===== src/rtl/cpu5_pkg.sv =====
package cpu5_pkg;

    localparam int DW     = 32;
    localparam int NREG   = 8;
    localparam int RIDX_W = $clog2(NREG);
    localparam int OFF_W  = 16;

    // instruction field positions (behavioural: decode depends on them)
    localparam int OPC_LSB = 22;
    localparam int RA_LSB  = 19;
    localparam int RB_LSB  = 16;
    localparam int RD_LSB  = 0;

    typedef logic [DW-1:0]     word_t;
    typedef logic [RIDX_W-1:0] ridx_t;

    typedef enum logic [2:0] {
        OP_ADD   = 3'd0,
        OP_NAND  = 3'd1,
        OP_LOAD  = 3'd2,
        OP_STORE = 3'd3,
        OP_BEQ   = 3'd4,
        OP_RSV   = 3'd5,
        OP_HALT  = 3'd6,
        OP_NOP   = 3'd7
    } op_e;

    typedef enum logic [1:0] {
        FW_RF  = 2'd0,
        FW_MEM = 2'd1,
        FW_WB  = 2'd2
    } fwd_e;

    typedef struct packed {
        logic  valid;
        word_t instr;
        word_t pc1;
    } fd_t;

    typedef struct packed {
        logic  valid;
        op_e   op;
        ridx_t ra;
        ridx_t rb;
        ridx_t rd;
        word_t va;
        word_t vb;
        word_t imm;
        word_t pc1;
    } dx_t;

    typedef struct packed {
        logic  valid;
        op_e   op;
        ridx_t rb;
        ridx_t rd;
        word_t res;
        word_t vb;
        word_t target;
        logic  eq;
    } xm_t;

    typedef struct packed {
        logic  valid;
        op_e   op;
        ridx_t rb;
        ridx_t rd;
        word_t res;
        word_t mdata;
    } mw_t;

    function automatic word_t sext(input logic [OFF_W-1:0] v);
        return {{(DW-OFF_W){v[OFF_W-1]}}, v};
    endfunction

    function automatic logic writes_reg(input op_e op);
        return (op == OP_ADD) || (op == OP_NAND) || (op == OP_LOAD);
    endfunction

    // destination: bits 2:0 for ALU ops, field B for a load
    function automatic ridx_t dest_of(input op_e op, input ridx_t rb, input ridx_t rd);
        return (op == OP_LOAD) ? rb : rd;
    endfunction

endpackage


===== src/rtl/cpu5_regfile.sv =====
module cpu5_regfile
    import cpu5_pkg::*;
(
    input  logic  clk,
    input  logic  rst,
    input  ridx_t rd_a_idx,
    output word_t rd_a_val,
    input  ridx_t rd_b_idx,
    output word_t rd_b_val,
    input  ridx_t dbg_idx,
    output word_t dbg_out,
    input  logic  wr_en,
    input  ridx_t wr_idx,
    input  word_t wr_val
);

    word_t regs [NREG];

    always_ff @(posedge clk) begin
        if (rst) begin
            for (int i = 0; i < NREG; i++) regs[i] <= '0;
        end else if (wr_en) begin
            regs[wr_idx] <= wr_val;
        end
    end

    // a write in this cycle is visible to the decode read in the same cycle
    assign rd_a_val = (wr_en && wr_idx == rd_a_idx) ? wr_val : regs[rd_a_idx];
    assign rd_b_val = (wr_en && wr_idx == rd_b_idx) ? wr_val : regs[rd_b_idx];
    assign dbg_out  = regs[dbg_idx];

endmodule


===== src/rtl/cpu5_hazard.sv =====
module cpu5_hazard
    import cpu5_pkg::*;
(
    input  logic  fd_valid,
    input  ridx_t fd_ra,
    input  ridx_t fd_rb,
    input  logic  dx_valid,
    input  op_e   dx_op,
    input  ridx_t dx_ra,
    input  ridx_t dx_rb,
    input  logic  xm_valid,
    input  op_e   xm_op,
    input  ridx_t xm_dest,
    input  logic  mw_valid,
    input  op_e   mw_op,
    input  ridx_t mw_dest,
    output logic  stall,
    output fwd_e  fwd_a,
    output fwd_e  fwd_b
);

    logic xm_fwd_ok, mw_fwd_ok;

    // a load in the memory stage has no result yet; the stall keeps it apart
    assign xm_fwd_ok = xm_valid && writes_reg(xm_op) && (xm_op != OP_LOAD);
    assign mw_fwd_ok = mw_valid && writes_reg(mw_op);

    function automatic fwd_e pick(input ridx_t src, input logic a_ok, input ridx_t a_d,
                                  input logic b_ok, input ridx_t b_d);
        if (a_ok && a_d == src)      return FW_MEM;
        else if (b_ok && b_d == src) return FW_WB;
        else                         return FW_RF;
    endfunction

    assign fwd_a = pick(dx_ra, xm_fwd_ok, xm_dest, mw_fwd_ok, mw_dest);
    assign fwd_b = pick(dx_rb, xm_fwd_ok, xm_dest, mw_fwd_ok, mw_dest);

    // load destination is field B of the load in execute
    assign stall = dx_valid && (dx_op == OP_LOAD) && fd_valid &&
                   ((dx_rb == fd_ra) || (dx_rb == fd_rb));

endmodule


===== src/rtl/cpu5_alu.sv =====
module cpu5_alu
    import cpu5_pkg::*;
(
    input  op_e   op,
    input  word_t a,
    input  word_t b,
    input  word_t imm,
    output word_t res,
    output logic  eq
);

    word_t rhs;

    assign rhs = (op == OP_LOAD || op == OP_STORE) ? imm : b;
    assign eq  = (a == b);

    always_comb begin
        unique case (op)
            OP_NAND: res = ~(a & rhs);
            default: res = a + rhs;
        endcase
    end

endmodule


===== src/rtl/cpu5_core.sv =====
module cpu5_core
    import cpu5_pkg::*;
#(
    parameter int AW = 16
) (
    input  logic              clk,
    input  logic              rst,
    output logic [AW-1:0]     imem_addr,
    input  logic [DW-1:0]     imem_rdata,
    output logic              dmem_en,
    output logic              dmem_we,
    output logic [AW-1:0]     dmem_addr,
    output logic [DW-1:0]     dmem_wdata,
    input  logic [DW-1:0]     dmem_rdata,
    output logic              halted,
    input  logic [RIDX_W-1:0] dbg_sel,
    output logic [DW-1:0]     dbg_val
);

    word_t pc_q;
    fd_t   fd_q;
    dx_t   dx_q;
    xm_t   xm_q;
    mw_t   mw_q;
    logic  halt_q;

    // ---------------- decode fields ----------------
    op_e   id_op;
    ridx_t id_ra, id_rb, id_rd;
    word_t id_va, id_vb;
    logic  unused_hi;

    assign id_op     = op_e'(fd_q.instr[OPC_LSB +: 3]);
    assign id_ra     = fd_q.instr[RA_LSB +: RIDX_W];
    assign id_rb     = fd_q.instr[RB_LSB +: RIDX_W];
    assign id_rd     = fd_q.instr[RD_LSB +: RIDX_W];
    assign unused_hi = ^fd_q.instr[DW-1:OPC_LSB+3];

    // ---------------- writeback ----------------
    logic  wb_we;
    ridx_t wb_idx;
    word_t wb_val;
    logic  halt_now, freeze;

    assign wb_idx   = dest_of(mw_q.op, mw_q.rb, mw_q.rd);
    assign wb_val   = (mw_q.op == OP_LOAD) ? mw_q.mdata : mw_q.res;
    assign wb_we    = mw_q.valid && writes_reg(mw_q.op) && !halt_q;
    assign halt_now = mw_q.valid && (mw_q.op == OP_HALT);
    assign freeze   = halt_q || halt_now;

    cpu5_regfile u_rf (
        .clk     (clk),
        .rst     (rst),
        .rd_a_idx(id_ra),
        .rd_a_val(id_va),
        .rd_b_idx(id_rb),
        .rd_b_val(id_vb),
        .dbg_idx (dbg_sel),
        .dbg_out (dbg_val),
        .wr_en   (wb_we),
        .wr_idx  (wb_idx),
        .wr_val  (wb_val)
    );

    // ---------------- hazards ----------------
    logic  stall;
    fwd_e  fwd_a, fwd_b;
    ridx_t xm_dest;

    assign xm_dest = dest_of(xm_q.op, xm_q.rb, xm_q.rd);

    cpu5_hazard u_hz (
        .fd_valid(fd_q.valid),
        .fd_ra   (id_ra),
        .fd_rb   (id_rb),
        .dx_valid(dx_q.valid),
        .dx_op   (dx_q.op),
        .dx_ra   (dx_q.ra),
        .dx_rb   (dx_q.rb),
        .xm_valid(xm_q.valid),
        .xm_op   (xm_q.op),
        .xm_dest (xm_dest),
        .mw_valid(mw_q.valid),
        .mw_op   (mw_q.op),
        .mw_dest (wb_idx),
        .stall   (stall),
        .fwd_a   (fwd_a),
        .fwd_b   (fwd_b)
    );

    // ---------------- execute ----------------
    word_t ex_a, ex_b, ex_res;
    logic  ex_eq;

    always_comb begin
        unique case (fwd_a)
            FW_MEM:  ex_a = xm_q.res;
            FW_WB:   ex_a = wb_val;
            default: ex_a = dx_q.va;
        endcase
        unique case (fwd_b)
            FW_MEM:  ex_b = xm_q.res;
            FW_WB:   ex_b = wb_val;
            default: ex_b = dx_q.vb;
        endcase
    end

    cpu5_alu u_alu (
        .op (dx_q.op),
        .a  (ex_a),
        .b  (ex_b),
        .imm(dx_q.imm),
        .res(ex_res),
        .eq (ex_eq)
    );

    // ---------------- memory stage ----------------
    logic redirect, xm_mem;

    assign redirect   = xm_q.valid && (xm_q.op == OP_BEQ) && xm_q.eq;
    assign xm_mem     = xm_q.valid && (xm_q.op == OP_LOAD || xm_q.op == OP_STORE);
    assign dmem_en    = xm_mem && !freeze;
    assign dmem_we    = dmem_en && (xm_q.op == OP_STORE);
    assign dmem_addr  = xm_q.res[AW-1:0];
    assign dmem_wdata = xm_q.vb;

    // ---------------- pipeline registers ----------------
    always_ff @(posedge clk) begin
        if (rst) begin
            pc_q   <= '0;
            fd_q   <= '0;
            dx_q   <= '0;
            xm_q   <= '0;
            mw_q   <= '0;
            halt_q <= 1'b0;
        end else if (freeze) begin
            halt_q <= 1'b1;
        end else begin
            // fetch
            if (redirect) begin
                pc_q       <= xm_q.target;
                fd_q.valid <= 1'b0;
            end else if (!stall) begin
                pc_q  <= pc_q + 1'b1;
                fd_q  <= '{valid: 1'b1, instr: imem_rdata, pc1: pc_q + 1'b1};
            end
            // decode
            if (redirect || stall) begin
                dx_q.valid <= 1'b0;
            end else begin
                dx_q <= '{valid: fd_q.valid, op: id_op, ra: id_ra, rb: id_rb, rd: id_rd,
                          va: id_va, vb: id_vb, imm: sext(fd_q.instr[OFF_W-1:0]),
                          pc1: fd_q.pc1};
            end
            // execute
            if (redirect) begin
                xm_q.valid <= 1'b0;
            end else begin
                xm_q <= '{valid: dx_q.valid, op: dx_q.op, rb: dx_q.rb, rd: dx_q.rd,
                          res: ex_res, vb: ex_b, target: dx_q.pc1 + dx_q.imm, eq: ex_eq};
            end
            // memory
            mw_q <= '{valid: xm_q.valid, op: xm_q.op, rb: xm_q.rb, rd: xm_q.rd,
                      res: xm_q.res, mdata: dmem_rdata};
        end
    end

    assign imem_addr = pc_q[AW-1:0];
    assign halted    = halt_q;

    // plain views of stage occupancy for the checker
    logic fd_v, dx_v, xm_v;
    assign fd_v = fd_q.valid;
    assign dx_v = dx_q.valid;
    assign xm_v = xm_q.valid;

endmodule


===== config.mk =====
export PLATFORM = sky130hd
export DESIGN_NAME = cpu5_core
export DESIGN_NICKNAME = d
export VERILOG_FILES = /design/src/rtl/cpu5_pkg.sv /design/src/rtl/cpu5_regfile.sv /design/src/rtl/cpu5_hazard.sv /design/src/rtl/cpu5_alu.sv /design/src/rtl/cpu5_core.sv
export SDC_FILE = /design/constraint.sdc
export NUM_CORES = 1
export LEC_CHECK = 0
export BUFFER_PORTS_ARGS = -buffer_cell sky130_fd_sc_hd__buf_2
export CAP_MARGIN = 20
export CORE_UTILIZATION = 56
export DETAILED_ROUTE_END_ITERATION = 7
export GPL_TIMING_DRIVEN = 1
export HOLD_SLACK_MARGIN = 0.02
export PLACE_DENSITY = 0.77
export SKIP_LAST_GASP = 1
export SLEW_MARGIN = 5
export SYNTH_ARGS = -nofsm -noshare
export SYNTH_HDL_FRONTEND = slang
export SYNTH_SLANG_ARGS = --single-unit
export TNS_END_PERCENT = 20

===== constraint.sdc =====
create_clock -name clk -period 4.75 [get_ports clk]
set_clock_uncertainty 0.15 [all_clocks]
set_input_delay 0.475 -clock clk [delete_from_list [all_inputs] [get_ports clk]]
set_output_delay 0.475 -clock clk [all_outputs]
set_load 0.005 [all_outputs]

==> summary.md, run 1 <==
| Metric | Value |
|---|---|
| Clock tree buffer depth | 3 |
| CTS H-Tree Depth | 2 |
| Clk slew on worst S/H paths | 0.06 ns |
| Fmax | approximately 0.21 GHz |
| DR iter-0 viols | between 3000 and 4000 |
| Gr ovfl total | 0 |
| Number of max-cap violations | 0 |
| Largest net degree at the start of global routing | approximately 120 |
| Switching part of the total | 0.2776 |
| Synth top area share | 0.2348 |
| Max-slew violations | 0 |
| Cell Area, Synth | 32740 um2 |
| Int Pwr | roughly 9.5 mW |
| VDD IR max | slightly below 0.0004 V |
| Sequential Power Share | 0.443 |
| Clk pwr share | 0.378 |
| Fin crit share | 1.001 |
| Top FF cell, synth | dfxtp_1 |
| Register area | 14310 um2 |
| HP Class | in -> reg |
| Place WS | -0.2154 ns |
| Share of synthesized flip-flops with an asynchronous set or reset | 0 |
| Antenna viol nets, final | 0 |
| Yosys cell types | 80 |
| Port Buffers | 160 |
| RSZ-0062 raised after global routing | yes |
| P_sw | between 3 and 4 mW |
| Util after Layout | 0.6667 |
| Count leader, synth | nor2_1 |
| DR WL/cell | between 20 and 25 um |
| Placed instance area | around 35000 um2 |
| Pwr per Cell Area | 340.7 nW/um2 |
| Sequential fraction of the synthesis area | 0.4366 |
| Row count | 88 |
| Commonest cells in the netlist | nor2_1, nand2_1, a21oi_1, dfxtp_1, edfxtp_1 |
| Clk_lat worst skew | 0.65 ns |
| Vias | ~29000 |
| # DRC | 0 |
| Crit Path Max Fanout | 10 |
| Ant diodes | 0 |
| Mapped Avg Cell Area | between 9 and 10 um2 |
| Initial Util | 0.5674 |
| Initial antenna violation count | 2 |
| CP arrival | 5.09 ns |
| GP Congestion | 0.9763 |
| Layout cells sized above 1 | 0.2443 |
| Drt via density | around 6.5 |
| Final setup vio count | 1 |
| Critical Path RT | 5.09 ns |
| DR pass1 iterations | 8 |
| Synthesized net count | between 3000 and 4000 |
| Die Ht | between 200 and 250 um |
| Yosys warning count | 0 |
| Hold Fails Final Rpt | 0 |
| Layout area overhead | 17.50% |
| Leakage | 15.03 nW |
| Fill cells | roughly 4400 |
| Die area | 59430 um2 |
| CTS tree | built |
| Worst Slack Setup Final | -0.004251 ns |
| Top post-synthesis cells by area | edfxtp_1, dfxtp_1, mux4_2, nor2_1, a21oi_1 |
| Clock Sinks | a little under 600 |
| Design area | roughly 38000 um2 |
| Clock buffer count from CTS | just over 60 |
| Startpoint Class | register |
| Final WL | 107.7 mm |
| Status | complete, but fails checks |
| DIE WIDTH | 243.8 um |
| Vias in the first global route | about 27000 |
| Root Buffer | clkbuf_16 |
| Failing checks | setup timing |
| Multi-input logic area | ~17000 um2 |
| Post-synth EDFFs | ~260 |
| Relative slew slack | 0.2299 |
| CP Class | reg -> reg |
| Global-route wire length before repair | between 150 and 200 mm |
| Synth Instances | about 3300 |
| Ports | 168 |
| Core footprint | between 50000 and 60000 um2 |
| Least-Margin Pin Slew | around 1.2 ns |
| Total GRT Usage | 0.3530 |
| Post-synthesis register bit count | a little under 600 |
| Min cycle time layout | 4.754 ns |
| Synth area leader | edfxtp_1 |
| Crit. End Element | register |
| Combinational power share | 0.179 |
| Final layout net count | 3693 |
| DP HPWL | 71.62 mm |
final timing paths:
kind,start,end,slack [ns],cells after the start
setup / recovery,mw_q[70],xm_q[91],-0.004,20
hold / removal,imem_rdata[10],fd_q[42],0.04,3
setup reg to reg,mw_q[70],xm_q[91],-0.004,20
hold reg to reg,fd_q[32],dx_q[128],0.30,2
metal layers:
layer,vias to the layer above,track usage,share of wire
li1,12590,-,-
met1,13750,0.4761,0.38
met5,-,0,0.00024
met2,1842,0.5505,0.45
met3,391,0.06048,0.10
met4,4,0.1770,0.056
power groups by stage:
stage	logic (mW)	clock network, mW	registers, mW
after global routing	2.50	5.18	5.82
after CTS	2.26	4.99	5.79
after detailed placement	2.19	0	5.89
after global placement	2.15	0	5.87
after floorplan	1.46	0	5.75
final	2.35	4.95	5.80
worst max-delay path, stage by stage (launching register included):
cell,delay (ns)
dfxtp_2,0.34
nor3b_4,0.30
buf_6,0.15
mux2i_4,0.26
a21oi_4,0.15
buf_12,0.17
buf_12,0.13
and4_1,0.18
o31a_1,0.31
a21oi_2,0.15
ha_1,0.26
and3_4,0.19
a221o_1,0.33
a21o_1,0.18
a41o_1,0.27
nand3_2,0.13
a21oi_4,0.08
a211o_1,0.26
a211o_1,0.30
a31oi_1,0.20
a211oi_2,0.10
final cells by class:
class                      count  area share
multi-input combinational   2378      0.4464
sequential                   586      0.3721
timing repair buffer         514     0.09947
clock inverter                29    0.008880
tap                          765     0.02488
clock buffer                  87     0.04508
inverter                      33    0.003220
sequential cells by signal (all words and copies together) (netlist names), 16 cells and up:
signal and cells:
dx_q 105, fd_q 41, xm_q 42, mw_q 74
dmem_wdata 32, pc_q 16, dmem_addr 16, u_rf.regs 256
layout by cell type (no fill, tap or decap), types with 12 or more instances in the layout:
cell type,n
nand2b_1,19
mux2i_1,39
buf_2,158
clkbuf_16,61
nor2_1,503
buf_4,279
buf_12,16
nand3_1,43
and4_1,13
o21ai_0,51
edfxtp_1,256
dlygate4sd3_1,56
a31oi_1,23
ha_1,46
dfxtp_1,321
xnor2_1,65
nor3_1,44
a211oi_1,210
mux4_2,192
clkbuf_1,15
a21o_1,42
a21oi_1,329
inv_1,33
nand2_1,398
nor2b_1,75
a31o_2,12
mux2_2,39
xor2_1,32
logic make-up after synthesis:
family	count (synthesis)	share of synthesized area
flip-flops	586	0.4366
buffers and inverters	377	0.05064
adder cells (fa/ha/maj)	50	0.01934
multiplexers	273	0.1588
AND/OR/NAND/NOR	1172	0.1549
AO/OA/AOI/OAI	784	0.1537
XOR/XNOR	97	0.02595
metrics by stage:
stage / TNS, ns / total power, mW / std cells / hold WS (ns)
3_3_place_gp: -1.053 / 8.023 / 4202 / 0.2868
6_report: -0.004251 / 13.10 / 4392 / 0.04280
2_1_floorplan: 0 / 7.216 / 3339 / 0.2821
5_1_grt: -1.397 / 13.50 / 4392 / 0.03007
3_5_place_dp: -1.363 / 8.078 / 4202 / 0.2926
4_1_cts: 0 / 13.04 / 4379 / 0.02120
repair_timing:
action / CTS / global route
hold buffers: 56 / 0
pin swaps: 12 / 32
resized for setup: 16 / 32
setup buffers: 5 / 10
endpoints found under the hold margin: 56 / 0
endpoints found under the setup margin: 10 / 16
gates cloned: 0 / 2
Note: power is estimated with default switching activity, not from simulation.
==> inputs of run 2 (changes only) <==
CORE_UTILIZATION = 60   (was 56)
PLACE_DENSITY = 0.78   (was 0.77)
clock period = 5.4 ns   (was 4.75 ns; I/O delays follow)
==> run 2 against run 1 <==
The flow now finishes without violations. Worst setup slack gained 0.087 ns. Sequential power shrank 12%. Register-to-register slack gained 0.09 ns. Cell count shrank 3.5%. Global-route usage grew 2.7 points. Largest cell class unchanged. Die area shrank 6.6%. Critical path type unchanged. Via count shrank 1.5%. Fmax shrank 11%. Power shrank 12%. Final area shrank 2.2%. Wire length shrank 0.33%.
==> summary.md, run 2 (synthesized netlist as in run 1, its figures left out) <==
| Metric | Value |
|---|---|
| Status | completed |
| Worst Slack Setup Final | 0.08235 ns (+0.08660 ns) |
| Drt via density | 6.640 (+2.1%) |
| Fin crit share | 0.9848 (-0.01614) |
| Ports | 168 (unchanged) |
| HP Class | in -> reg |
| Final layout net count | 3608 (-2.3%) |
| Clock tree buffer depth | 3 (unchanged) |
| Hold slack final | 0.04670 ns (+0.003903 ns) |
| R2R depth | 23 (+15%) |
| Top reg by flops | u_rf.regs |
| Row count | 85 (-3.4%) |
| Crit Path Max Fanout | 7 (-3) |
| Port Buffers | 160 (unchanged) |
| Most frequent cells in the layout | nor2_1, nand2_1, a21oi_1 |
| Total GRT Usage | 0.3803 (+0.02730) |
| Leakage | 14.62 nW (-2.7%) |
| VDD IR max | 0.0002784 V (-28%) |
| GP Congestion | 1.017 (+4.2%) |
| DR pass1 iterations | 7 (-1) |
| Commonest non-fill, non-tap cell in the layout | nor2_1 |
| DP HPWL | 71.09 mm (-0.73%) |
| Die Ht | 235.6 um (-3.4%) |
| CTS tree | built |
| Final setup vio count | 0 (-1) |
| Startpoint Class | register |
| DR WL/cell | 25.33 um (+3.3%) |
| Place WS | -0.06672 ns (+0.1487 ns) |
| Antenna viol nets, final | 0 (unchanged) |
| Max-slew violations | 0 (unchanged) |
| # DRC | 0 (unchanged) |
| Max reg flops | 256 (unchanged) |
| Vias in the first global route | 27080 (-0.47%) |
| Root Buffer | clkbuf_16 |
| Core footprint | 53810 um2 (-6.7%) |
| Largest net degree at the start of global routing | 192 (+56%) |
| RSZ-0062 raised after global routing | yes |
| Largest registers | u_rf.regs x256, dx_q x105, mw_q x74 |
| Clk_lat worst skew | 0.65 ns (about the same) |
| Layout cells sized above 1 | 0.2226 (-0.02168) |
| Worst setup endpoint | xm_q[96] |
| CP Class | reg -> reg |
| Util after Layout | 0.6992 (+0.03251) |
| Vias | 28140 (-1.5%) |
| Hold Fails Final Rpt | 0 (unchanged) |
| Clk slew on worst S/H paths | 0.06 ns (about the same) |
| Pwr per Cell Area | 308.0 nW/um2 (-9.6%) |
| Fmax | 0.1881 GHz (-11%) |
| Worst R2R Setup Slack | 0.08 ns (+0.09 ns) |
| CP arrival | 5.69 ns (+0.60 ns) |
| Min cycle time layout | 5.318 ns (+0.5634 ns) |
| Initial antenna violation count | 2 (unchanged) |
| Least-Margin Pin Slew | 1.173 ns (+0.01820 ns) |
| Clock Sinks | 586 (unchanged) |
| DIE WIDTH | 235.6 um (-3.4%) |
| CTS H-Tree Depth | 2 (unchanged) |
| Setup crit start | mw_q[71] |
| Critical Path RT | 5.77 ns (+0.68 ns) |
| Relative slew slack | 0.2177 (-0.01213) |
| Pwr Total | 11.59 mW (-12%) |
| Number of max-cap violations | 0 (unchanged) |
| Final WL | 107.4 mm (-0.33%) |
| Global-route wire length before repair | 161.1 mm (+0.75%) |
| Crit. End Element | register |
| Initial Util | 0.6083 (+0.04092) |
| Die area | 55500 um2 (-6.6%) |
| Clock buffer count from CTS | 60 (-1.6%) |
| Gr ovfl total | 0 (unchanged) |
| DR iter-0 viols | 3383 (-6.5%) |
| Worst reg2reg endpoint | xm_q[96] |
| Layout area overhead | 14.94% |
| FF-to-FF Start | mw_q[71] |
## run 2: power by group
group,internal (mW),switching [mW]
registers,4.85,0.241
clock network,2.66,1.85
logic,0.869,1.11
total,8.39,3.20
## run 2: layout make-up
cell class | instances | area, um2
multi-input cells | 2376 | 16980
fillers | 3917 | 16190
flip-flops and latches | 586 | 14310
repair buffers | 432 | 3167
clock buffers | 81 | 1787
well taps | 696 | 870.8
clock inverters | 32 | 390.4
inverters | 33 | 123.9
diodes | 2 | 5.005
## run 2: critical path, cell delays in order (launching register included)
cell and delay, ns:
dfxtp_1 0.35, nor3b_4 0.17, buf_4 0.16, buf_4 0.13, a211o_1 0.31, a211o_1 0.36
nor3_4 0.39, buf_4 0.19, buf_4 0.13, a211oi_1 0.08, a21o_1 0.23, ha_1 0.23
a21oi_2 0.17, or4b_2 0.63, a41oi_2 0.20, a211oi_2 0.06, buf_4 0.16, a21oi_4 0.17
o211a_1 0.26, o31ai_4 0.08, buf_4 0.16, a21oi_2 0.16, o21ai_0 0.11, o211a_1 0.13
## run 2: worst min-delay path by stage
| stage | start | end | slack [ns] | cells past startpoint |
|---|---|---|---|---|
| finish | imem_rdata[0] | fd_q[32] | 0.05 | 3 |
| global route | imem_rdata[0] | fd_q[32] | 0.04 | 3 |
| CTS | imem_rdata[0] | fd_q[32] | 0.03 | 3 |
| detailed placement | fd_q[14] | dx_q[14] | 0.30 | 2 |
| global placement | fd_q[41] | dx_q[41] | 0.29 | 2 |
| floorplan | fd_q[35] | dx_q[35] | 0.28 | 2 |
## run 2: through the flow
stage                     instance area, um2   TNS, ns  std cells
after floorplan                        32740         0       3339
final                                  37630         0       4238
after global routing                   37620  -0.09361       4236
after detailed placement               34710  -0.06672       4061
after global placement                 34640  -0.02866       4058
after CTS                              37440         0       4229
## run 2: repair_timing
action                     CTS  global route
buffers inserted             1             4
setup endpoints to repair    4            11
hold endpoints to repair    54             0
hold buffers                54             0
gates resized for setup      2            22
cloned                       0             0
pin swaps                    1            11
## run 2: layer usage
metal,track usage,vias up,share of wire
li1,-,12400,-
met1,0.5004,13620,0.37
met2,0.6082,1784,0.47
met3,0.06883,332,0.11
met4,0.1886,4,0.049
met5,0,-,0.00027
